**config.mk**
```make
export PLATFORM = sky130hd
export DESIGN_NAME = trig_conditioner
export DESIGN_NICKNAME = d
export VERILOG_FILES = /design/src/rtl/trig_cond_pkg.sv /design/src/rtl/trig_ctrl.sv /design/src/rtl/trig_dpath.sv /design/src/rtl/trig_conditioner.sv
export SDC_FILE = /design/constraint.sdc
export NUM_CORES = 1
export LEC_CHECK = 0
export ABC_AREA = 1
export BUFFER_PORTS_ARGS = -buffer_cell sky130_fd_sc_hd__buf_4
export CORE_AREA = 10 10 53 55
export DETAILED_ROUTE_END_ITERATION = 10
export DIE_AREA = 0 0 63 65
export HOLD_SLACK_MARGIN = 0.15
export PLACE_DENSITY = 0.72
export SLEW_MARGIN = 20
export SYNTH_ARGS = -nofsm -noshare
export SYNTH_HDL_FRONTEND = slang
export SYNTH_SLANG_ARGS = --single-unit
```
**constraint.sdc**
```tcl
create_clock -name clk -period 3.2 [get_ports clk]
set_input_delay 0 -clock clk [delete_from_list [all_inputs] [get_ports clk]]
set_output_delay 0 -clock clk [all_outputs]
set_load 0.05 [all_outputs]
```
**src/rtl/trig_cond_pkg.sv**
```systemverilog
package trig_cond_pkg;
  localparam int SRC_LEGACY = 0;
  localparam int SRC_CMP1   = 1;
  localparam int SRC_CMP2   = 2;

  // control -> datapath strobes
  typedef struct packed {
    logic emit;    // prescaler passes a rising edge
    logic take;    // filter accepts the prescaled level
    logic bypass;  // filter disabled
  } ctlStrb_t;

  // datapath -> control status
  typedef struct packed {
    logic riseIn;      // rising edge of polarity-adjusted input
    logic prescLevel;  // prescaled level
    logic differ;      // prescaled level differs from filter output
  } dpStat_t;

  // number of agreeing samples required per filter code
  function automatic int filtLenOf(int code);
    case (code)
      0:       return 1;
      1:       return 1;
      2:       return 2;
      3:       return 4;
      4:       return 5;
      5:       return 6;
      default: return 8;
    endcase
  endfunction
endpackage

```
**src/rtl/trig_ctrl.sv**
```systemverilog
module trig_ctrl
  import trig_cond_pkg::*;
#(
  parameter int DIV_W    = 2,
  parameter int FILT_W   = 4,
  parameter int MAX_FILT = 8
) (
  input  logic              clk,
  input  logic              rstN,
  input  logic              sampleEn,
  input  logic [DIV_W-1:0]  divSel,
  input  logic [FILT_W-1:0] filtSel,
  input  dpStat_t           stat,
  output ctlStrb_t          strb
);
  localparam int MAX_DIV = 1 << ((1 << DIV_W) - 1);
  localparam int EC_W    = (MAX_DIV > 1) ? $clog2(MAX_DIV) : 1;
  localparam int FC_W    = $clog2(MAX_FILT + 1);

  logic [EC_W-1:0]  edgeCnt;
  logic [EC_W-1:0]  lastIdx;
  logic [EC_W:0]    divN;
  logic [DIV_W-1:0] divPrev;
  logic             divChanged;
  logic [FC_W-1:0]  agreeCnt;
  logic [FC_W-1:0]  need;
  logic [FC_W-1:0]  needM1;

  // edge divider
  always_comb begin
    divN       = (EC_W+1)'(1) << divSel;
    lastIdx    = EC_W'(divN - (EC_W+1)'(1));
    divChanged = (divSel != divPrev);
    strb.emit  = stat.riseIn && !divChanged && (edgeCnt == lastIdx);
  end

  always_ff @(posedge clk) begin
    if (!rstN) begin
      edgeCnt <= '0;
      divPrev <= '0;
    end else begin
      divPrev <= divSel;
      if (divChanged)
        edgeCnt <= '0;
      else if (stat.riseIn)
        edgeCnt <= (edgeCnt == lastIdx) ? '0 : edgeCnt + EC_W'(1);
    end
  end

  // glitch filter counter
  always_comb begin
    need        = FC_W'(filtLenOf(int'(filtSel)));
    needM1      = need - FC_W'(1);
    strb.bypass = (filtSel == '0);
    strb.take   = !strb.bypass && sampleEn && stat.differ && (agreeCnt == needM1);
  end

  always_ff @(posedge clk) begin
    if (!rstN)
      agreeCnt <= '0;
    else if (strb.bypass || !stat.differ)
      agreeCnt <= '0;
    else if (sampleEn)
      agreeCnt <= strb.take ? '0 : agreeCnt + FC_W'(1);
  end
endmodule

```
**src/rtl/trig_dpath.sv**
```systemverilog
module trig_dpath
  import trig_cond_pkg::*;
#(
  parameter int NUM_AWD     = 3,
  parameter int REMAP_W     = 2,
  parameter int SRC_W       = 3,
  parameter int SYNC_STAGES = 2
) (
  input  logic               clk,
  input  logic               rstN,
  input  logic               pinIn,
  input  logic               cmp1In,
  input  logic               cmp2In,
  input  logic [NUM_AWD-1:0] awdIn,
  input  logic [SRC_W-1:0]   srcSel,
  input  logic [REMAP_W-1:0] remapSel,
  input  logic               invert,
  input  ctlStrb_t           strb,
  output dpStat_t            stat,
  output logic               trigOut,
  output logic               trigEdge
);
  logic                   legacy;
  logic                   picked;
  logic [SYNC_STAGES-1:0] syncQ;
  logic                   polLevel;
  logic                   polPrev;
  logic                   prescQ;
  logic                   filtQ;
  logic                   filtPrev;

  // source selection
  always_comb begin
    legacy = 1'b0;
    if (remapSel == '0) legacy = pinIn;
    for (int i = 0; i < NUM_AWD; i++)
      if (remapSel == REMAP_W'(i + 1)) legacy = awdIn[i];
    case (int'(srcSel))
      SRC_LEGACY: picked = legacy;
      SRC_CMP1:   picked = cmp1In;
      SRC_CMP2:   picked = cmp2In;
      default:    picked = 1'b0;
    endcase
  end

  // synchronizer chain
  generate
    if (SYNC_STAGES == 1) begin : g_sync1
      always_ff @(posedge clk)
        if (!rstN) syncQ <= '0;
        else       syncQ <= picked;
    end else begin : g_syncN
      always_ff @(posedge clk)
        if (!rstN) syncQ <= '0;
        else       syncQ <= {syncQ[SYNC_STAGES-2:0], picked};
    end
  endgenerate

  // polarity
  assign polLevel = syncQ[SYNC_STAGES-1] ^ invert;

  always_ff @(posedge clk) begin
    if (!rstN) begin
      polPrev  <= 1'b0;
      prescQ   <= 1'b0;
      filtQ    <= 1'b0;
      filtPrev <= 1'b0;
    end else begin
      polPrev  <= polLevel;
      prescQ   <= polLevel & (strb.emit | prescQ);
      if (strb.bypass || strb.take)
        filtQ <= prescQ;
      filtPrev <= filtQ;
    end
  end

  assign stat.riseIn     = polLevel & ~polPrev;
  assign stat.prescLevel = prescQ;
  assign stat.differ     = prescQ ^ filtQ;
  assign trigOut         = filtQ;
  assign trigEdge        = filtQ & ~filtPrev;
endmodule

```
**src/rtl/trig_conditioner.sv**
```systemverilog
module trig_conditioner
  import trig_cond_pkg::*;
#(
  parameter int NUM_AWD     = 3,
  parameter int SRC_W       = 3,
  parameter int DIV_W       = 2,
  parameter int FILT_W      = 4,
  parameter int MAX_FILT    = 8,
  parameter int SYNC_STAGES = 2,
  localparam int REMAP_W    = $clog2(NUM_AWD + 1)
) (
  input  logic               clk,
  input  logic               rstN,
  input  logic               sampleEn,
  input  logic               pinIn,
  input  logic               cmp1In,
  input  logic               cmp2In,
  input  logic [NUM_AWD-1:0] awdIn,
  input  logic [SRC_W-1:0]   srcSel,
  input  logic [REMAP_W-1:0] remapSel,
  input  logic               invert,
  input  logic [DIV_W-1:0]   divSel,
  input  logic [FILT_W-1:0]  filtSel,
  output logic               trigOut,
  output logic               trigEdge
);
  ctlStrb_t ctlStrb;
  dpStat_t  dpStat;

  trig_ctrl #(.DIV_W(DIV_W), .FILT_W(FILT_W), .MAX_FILT(MAX_FILT)) u_ctrl (
    .clk(clk), .rstN(rstN), .sampleEn(sampleEn), .divSel(divSel),
    .filtSel(filtSel), .stat(dpStat), .strb(ctlStrb)
  );

  trig_dpath #(.NUM_AWD(NUM_AWD), .REMAP_W(REMAP_W), .SRC_W(SRC_W),
               .SYNC_STAGES(SYNC_STAGES)) u_dpath (
    .clk(clk), .rstN(rstN), .pinIn(pinIn), .cmp1In(cmp1In), .cmp2In(cmp2In),
    .awdIn(awdIn), .srcSel(srcSel), .remapSel(remapSel), .invert(invert),
    .strb(ctlStrb), .stat(dpStat), .trigOut(trigOut), .trigEdge(trigEdge)
  );
endmodule

```
# [After elaboration in Yosys (flattened, before gate mapping)]
# Cells that the tools add are included.
[word_totals] regBits=15 inputBits=21
[classes] addsub=4 eq_ne=13 shift=1 mux=8 bitwise=9 reduce_logical=16
[ops] operator="$pmux 4 s5" n=1
[ops] operator="$eq 4x2->1 const B" n=2
[ops] operator="$eq 4x3->1 const B" n=2
[ops] operator="$reduce_or 2->1" n=3
[ops] operator="$logic_and 1x1->1" n=5
[ops] operator="$add 4x1->4 const B" n=1
[ops] operator="$eq 2x2->1 const B" n=2
[ops] operator="$eq 4x1->1 const B" n=1
[ops] operator="$eq 4x4->1" n=1
[ops] operator="$logic_not 4->1" n=1
[ops] operator="$mux 1" n=4
[ops] operator="$mux 4" n=1
[ops] operator="$sub 4x1->4 const B" n=1
[ops] operator="$add 3x1->3 const B" n=1
[ops] operator="$and 1x1->1" n=3
[ops] operator="$eq 3x1->1 const B" n=1
[ops] operator="$eq 3x2->1 const B" n=1
[ops] operator="$eq 3x3->1" n=1
[ops] operator="$logic_not 1->1" n=3
[ops] operator="$logic_not 3->1" n=1
[ops] operator="$mux 3" n=1
[ops] operator="$not 1->1" n=3
[ops] operator="$pmux 1 s3" n=1
[ops] operator="$shl 1x2->3 const A" n=1
[ops] operator="other kinds (7)" n=9

# [Longest topological paths before layout]
[depth] ltp_word=7 ltp_mapped=11 depth_no_buf=11

# [Cells and area by module]
# Synthesis repeated with hierarchy kept, for this count alone.
[unflattened] cells_unflattened=120 area_unflattened_um2=872.1
[by_module_without_submodules] mod="trig_ctrl" n_inst=1 cells_per_inst=80 area_per_inst_um2=589.3 seq_area_each_um2=180.2
[by_module_without_submodules] mod="trig_dpath" n_inst=1 cells_per_inst=40 area_per_inst_um2=282.8 seq_area_each_um2=120.1

# [Worst setup path after synthesis]
# No wires, ideal clock.
[synth_path] path_type="reg-to-output" start="register u_dpath.filtQ, in the netlist u_dpath.trigOut" end="output trigEdge" arrival_ps=1448 required_time_ps=3200 slack_ps=1752 path_stages_with_launch=3 cell_sequence="dfxtp_1 -> inv_1 -> nor2_1"
[synth_via] elab_chain_len=1
[synth_lines] item="start, declared" line_no="trig_dpath.sv:29" text="logic filtQ;"
[synth_lines] item="start signal, assigned" line_no="trig_dpath.sv:72" text="filtQ <= prescQ;"
[synth_lines] item="$and 1x1->1" line_no="trig_dpath.sv:81" text="assign trigEdge = filtQ & ~filtPrev;"
[synth_lines] item="end, declared" line_no="trig_conditioner.sv:25" text="output logic trigEdge"
# Every way passes these cells.

==> impl_metrics.prom <==
# TYPE chip_impl_metric gauge
chip_impl_metric{name="tightest_slew",unit="ns"} 0.245
chip_impl_metric{name="postSynthCellCount",unit=""} 127
chip_impl_metric{name="setup_total_negative_slack",unit="ns"} 0
chip_impl_metric{name="first_global_vias",unit=""} 849
chip_impl_metric{name="dp.cells",unit=""} 176
chip_impl_metric{name="worst_ep_arrival_time",unit="ns"} 2.21
chip_impl_metric{name="report.power.total",unit="W"} 0.000379
chip_impl_metric{name="relSlewSlack",unit="%"} 83.5
chip_impl_info{name="timing.critical_path.to_type",value="register"} 1
chip_impl_metric{name="place_ws",unit="ns"} 2.00
chip_impl_info{name="crit_path_cell_trace",value="dlygate4sd3_1, buf_4, inv_1, nor2_1, o211ai_1, dlygate4sd3_1, a21oi_1, dlygate4sd3_1"} 1
chip_impl_metric{name="synth_xor_xnor_area_share",unit="%"} 9.50
chip_impl_metric{name="area_of_the_core",unit="mm^2"} 0.00186
chip_impl_metric{name="synth.cell_area",unit="um^2"} 830
chip_impl_metric{name="firstDrtPassIters",unit=""} 3
chip_impl_metric{name="synth-compound-area-share",unit="%"} 9.80
chip_impl_metric{name="syn_to_final_growth",unit="%"} 41.6
chip_impl_metric{name="ys_types",unit=""} 17
chip_impl_metric{name="grt_use_total",unit="%"} 9.62
chip_impl_metric{name="nFillCells",unit=""} 181
chip_impl_info{name="rsz0062_at_grt",value="no"} 1
chip_impl_metric{name="drt_iter0_markers",unit=""} 20
chip_impl_info{name="largest_family_of_logic_cells_by_synthesized_area",value="simple AND/OR/NAND/NOR gates"} 1
chip_impl_metric{name="synth_simple_gate_area_share",unit="%"} 31.5
chip_impl_info{name="synth.area.top_cells",value="sky130_fd_sc_hd__dfxtp_1, sky130_fd_sc_hd__nand2_1, sky130_fd_sc_hd__inv_1, sky130_fd_sc_hd__nor2_1, sky130_fd_sc_hd__xnor2_1"} 1
chip_impl_metric{name="max-clock-path-buffers",unit=""} 2
chip_impl_metric{name="timing.critical_path.fanout_max",unit=""} 6
chip_impl_info{name="criticalPathCategory",value="in -> reg"} 1
chip_impl_metric{name="initial_utilization",unit="%"} 44.6
chip_impl_metric{name="nNetsFinal",unit=""} 189
chip_impl_metric{name="yosys_warnings",unit=""} 0
chip_impl_metric{name="routed-via-count",unit=""} 862
chip_impl_metric{name="global_route_wire_length_before_repair",unit="mm"} 3.33
chip_impl_metric{name="hold_slack",unit="ns"} 0.159
chip_impl_info{name="layout_commonest_cell",value="sky130_fd_sc_hd__nand2_1"} 1
chip_impl_metric{name="fmax",unit="GHz"} 0.505
chip_impl_metric{name="antenna_cells_inserted",unit=""} 0
chip_impl_metric{name="grt_remaining_overflow",unit=""} 0
chip_impl_info{name="cts_tree",value="built"} 1
chip_impl_metric{name="htreeDepth",unit=""} 1
chip_impl_metric{name="wirelength",unit="mm"} 1.90
chip_impl_metric{name="antenna_found_initial",unit=""} 0
chip_impl_metric{name="floorplan.die.width",unit="um"} 63
chip_impl_metric{name="largest_net_degree_at_the_start_of_global_routing",unit=""} 9
chip_impl_info{name="worst_hold_path_type",value="in -> reg"} 1
chip_impl_metric{name="sequential_power_share",unit="%"} 51.2
chip_impl_metric{name="mappedNetlistNets",unit=""} 150
chip_impl_info{name="critPathSlowestCell",value="sky130_fd_sc_hd__dlygate4sd3_1"} 1
chip_impl_metric{name="power_leakage",unit="nW"} 0.579
chip_impl_metric{name="final_max_slew_viol_count",unit=""} 0
chip_impl_metric{name="worst_path_largest_cell_delay",unit="ns"} 0.57
chip_impl_metric{name="internal-power",unit="W"} 0.000280
chip_impl_metric{name="antenna_violating_nets_post_route",unit=""} 0
chip_impl_metric{name="final.period_utilization",unit="%"} 61.8
chip_impl_metric{name="vias_per_cell",unit=""} 4.49
chip_impl_metric{name="adder_cell_fraction_of_synth_area",unit="%"} 3.02
chip_impl_metric{name="row_count",unit=""} 16
chip_impl_metric{name="synth_mux_area_share",unit="%"} 0
chip_impl_info{name="synth_largest_area_cell",value="sky130_fd_sc_hd__dfxtp_1"} 1
chip_impl_metric{name="comb_power_share",unit="%"} 19.9
chip_impl_metric{name="place.gp.congestion",unit=""} 0.833
chip_impl_metric{name="path_clk_slew",unit="ns"} 0.10
chip_impl_metric{name="seq_area_frac_synth",unit="%"} 36.2
chip_impl_metric{name="switch_share",unit="%"} 26.0
chip_impl_info{name="layout.cells.most_common_list",value="sky130_fd_sc_hd__nand2_1, sky130_fd_sc_hd__inv_1, sky130_fd_sc_hd__buf_4"} 1
chip_impl_metric{name="power_density",unit="mW/mm^2"} 323
chip_impl_metric{name="clock_sinks",unit=""} 15
chip_impl_metric{name="crit_buf_inv",unit=""} 5
chip_impl_metric{name="post-route-worst-setup-slack",unit="ns"} 1.22
chip_impl_metric{name="worst_ep_required_time",unit="ns"} 3.43
chip_impl_info{name="path_delay_family",value="buffers and inverters"} 1
chip_impl_metric{name="average_instance_area_after_synthesis",unit="um^2"} 6.53
chip_impl_info{name="outcome",value="finished clean"} 1
chip_impl_metric{name="die_area",unit="mm^2"} 0.00410
chip_impl_metric{name="setup_viol",unit=""} 0
chip_impl_metric{name="io-pin-count",unit=""} 23
chip_impl_metric{name="post_cts.repair.setup_buffers",unit=""} 0
chip_impl_metric{name="drt-wirelength-per-cell",unit="um"} 9.92
chip_impl_metric{name="irDropWorstVdd",unit="mV"} 0.195
chip_impl_metric{name="die-height",unit="um"} 65
chip_impl_metric{name="worstSkewPairLatency",unit="ns"} 0.28
chip_impl_metric{name="clock_group_share_of_total_power",unit="%"} 28.9
chip_impl_metric{name="hold_viol_final",unit=""} 0
chip_impl_info{name="worst_setup_path_start_kind",value="input pin"} 1
chip_impl_metric{name="proportion_of_netlist_area_held_by_the_largest_area_contributor",unit="%"} 36.2
chip_impl_metric{name="cap_viol_max_count",unit=""} 0
chip_impl_metric{name="finalClockSkew",unit="ns"} 0.00938
chip_impl_metric{name="layout-drive-gt1-share",unit="%"} 17.6
chip_impl_metric{name="finished_layout_cells",unit=""} 192
chip_impl_info{name="cts_root_buf",value="sky130_fd_sc_hd__clkbuf_4"} 1
chip_impl_metric{name="hpwlAfterDp",unit="mm"} 1.49
chip_impl_metric{name="total_net_switching_power",unit="W"} 0.0000986
chip_impl_metric{name="port_buffers",unit=""} 22
chip_impl_metric{name="ys_ff_latch",unit=""} 15
chip_impl_metric{name="layout_min_cycle_time",unit="ns"} 1.98
chip_impl_info{name="crit_top_cell",value="sky130_fd_sc_hd__dlygate4sd3_1"} 1
chip_impl_metric{name="cts_made_buffers",unit=""} 3
chip_impl_metric{name="detail_route.drc_violations",unit=""} 0
cells by family (layout without fill, tap and decap cells):
| logic type | Yosys count | in the layout |
|---|---|---|
| XOR/XNOR | 9 | 9 |
| AND/OR/NAND/NOR | 65 | 65 |
| adder cells (fa/ha/maj) | 2 | 2 |
| buffers and inverters | 22 | 60 |
| flip-flops | 15 | 15 |
| AO/OA/AOI/OAI | 14 | 14 |
cells in the mapped netlist:
library cell	n
sky130_fd_sc_hd__a21boi_1	1
sky130_fd_sc_hd__a21boi_2	1
sky130_fd_sc_hd__a21oi_1	6
sky130_fd_sc_hd__dfxtp_1	15
sky130_fd_sc_hd__ha_1	2
sky130_fd_sc_hd__inv_1	22
sky130_fd_sc_hd__nand2_1	36
sky130_fd_sc_hd__nand2_2	1
sky130_fd_sc_hd__nand3_1	4
sky130_fd_sc_hd__nand4_1	1
sky130_fd_sc_hd__nor2_1	19
sky130_fd_sc_hd__nor2_2	2
sky130_fd_sc_hd__nor3_1	2
sky130_fd_sc_hd__o211ai_1	1
sky130_fd_sc_hd__o21ai_0	5
sky130_fd_sc_hd__xnor2_1	6
sky130_fd_sc_hd__xor2_1	3
power groups by stage:
| stage | clock network [W] | registers [W] | logic, W |
|---|---|---|---|
| 3_3_place_gp | 0 | 0.000198 | 0.0000617 |
| 6_report | 0.000109 | 0.000194 | 0.0000755 |
| 5_1_grt | 0.000117 | 0.000195 | 0.0000856 |
| 3_5_place_dp | 0 | 0.000199 | 0.0000640 |
| 4_1_cts | 0.000112 | 0.000194 | 0.0000753 |
| 2_1_floorplan | 0 | 0.000199 | 0.0000323 |
layout make-up:
class	count	area [um^2]	share of cell area (%)
multi-input cells	90	447	38.0
flip-flops and latches	15	300	25.6
repair buffers	34	285	24.3
inverters	22	82.6	7.03
well taps	27	33.8	2.88
clock buffers	4	26.3	2.24
path summary, 6_finish.rpt:
check                         from               end  slack (ns)  cells after the start
setup reg to reg   u_dpath.trigOut   u_dpath.trigOut        1.99                     10
hold / removal          filtSel[2]   u_dpath.trigOut        0.16                      5
hold reg to reg   u_dpath.syncQ[0]  u_dpath.syncQ[1]        0.43                      2
setup / recovery              rstN  u_dpath.syncQ[0]        1.22                      8
stage by stage:
stage	instance area (um^2)	utilization [%]
2_1_floorplan	830	-
3_3_place_gp	1030	55.2
3_5_place_dp	1030	55.2
4_1_cts	1170	63.1
5_1_grt	1170	63.1
6_report	1170	63.1
worst register-to-register path, stage by stage, from the launching register on:
cell	delay [ns]
sky130_fd_sc_hd__dfxtp_1	0.35
sky130_fd_sc_hd__inv_1	0.09
sky130_fd_sc_hd__nand2_1	0.05
sky130_fd_sc_hd__nand2_1	0.05
sky130_fd_sc_hd__nand2_1	0.06
sky130_fd_sc_hd__inv_1	0.05
sky130_fd_sc_hd__nand2_1	0.04
sky130_fd_sc_hd__nor2_1	0.11
sky130_fd_sc_hd__nand2_2	0.10
sky130_fd_sc_hd__a21oi_1	0.14
sky130_fd_sc_hd__nor2_1	0.06
metal layers:
metal	global-route usage, %	wire length, um
met5	0	0
met3	3.95	122
met2	17.3	944
met1	9.90	821
met4	3.35	16
sequential cells by signal, summed over array words and instances, names as in the netlist:
name / cells
u_ctrl.agreeCnt: 4
u_ctrl.divPrev: 2
u_ctrl.edgeCnt: 3
u_dpath.filtPrev: 1
u_dpath.polPrev: 1
u_dpath.prescQ: 1
u_dpath.syncQ: 2
u_dpath.trigOut: 1
timing repair:
action                    CTS  global route
hold endpoints to repair   10             0
hold buffers               12             0
resized for setup           0             0
Note: power is estimated with default switching activity, not from simulation.
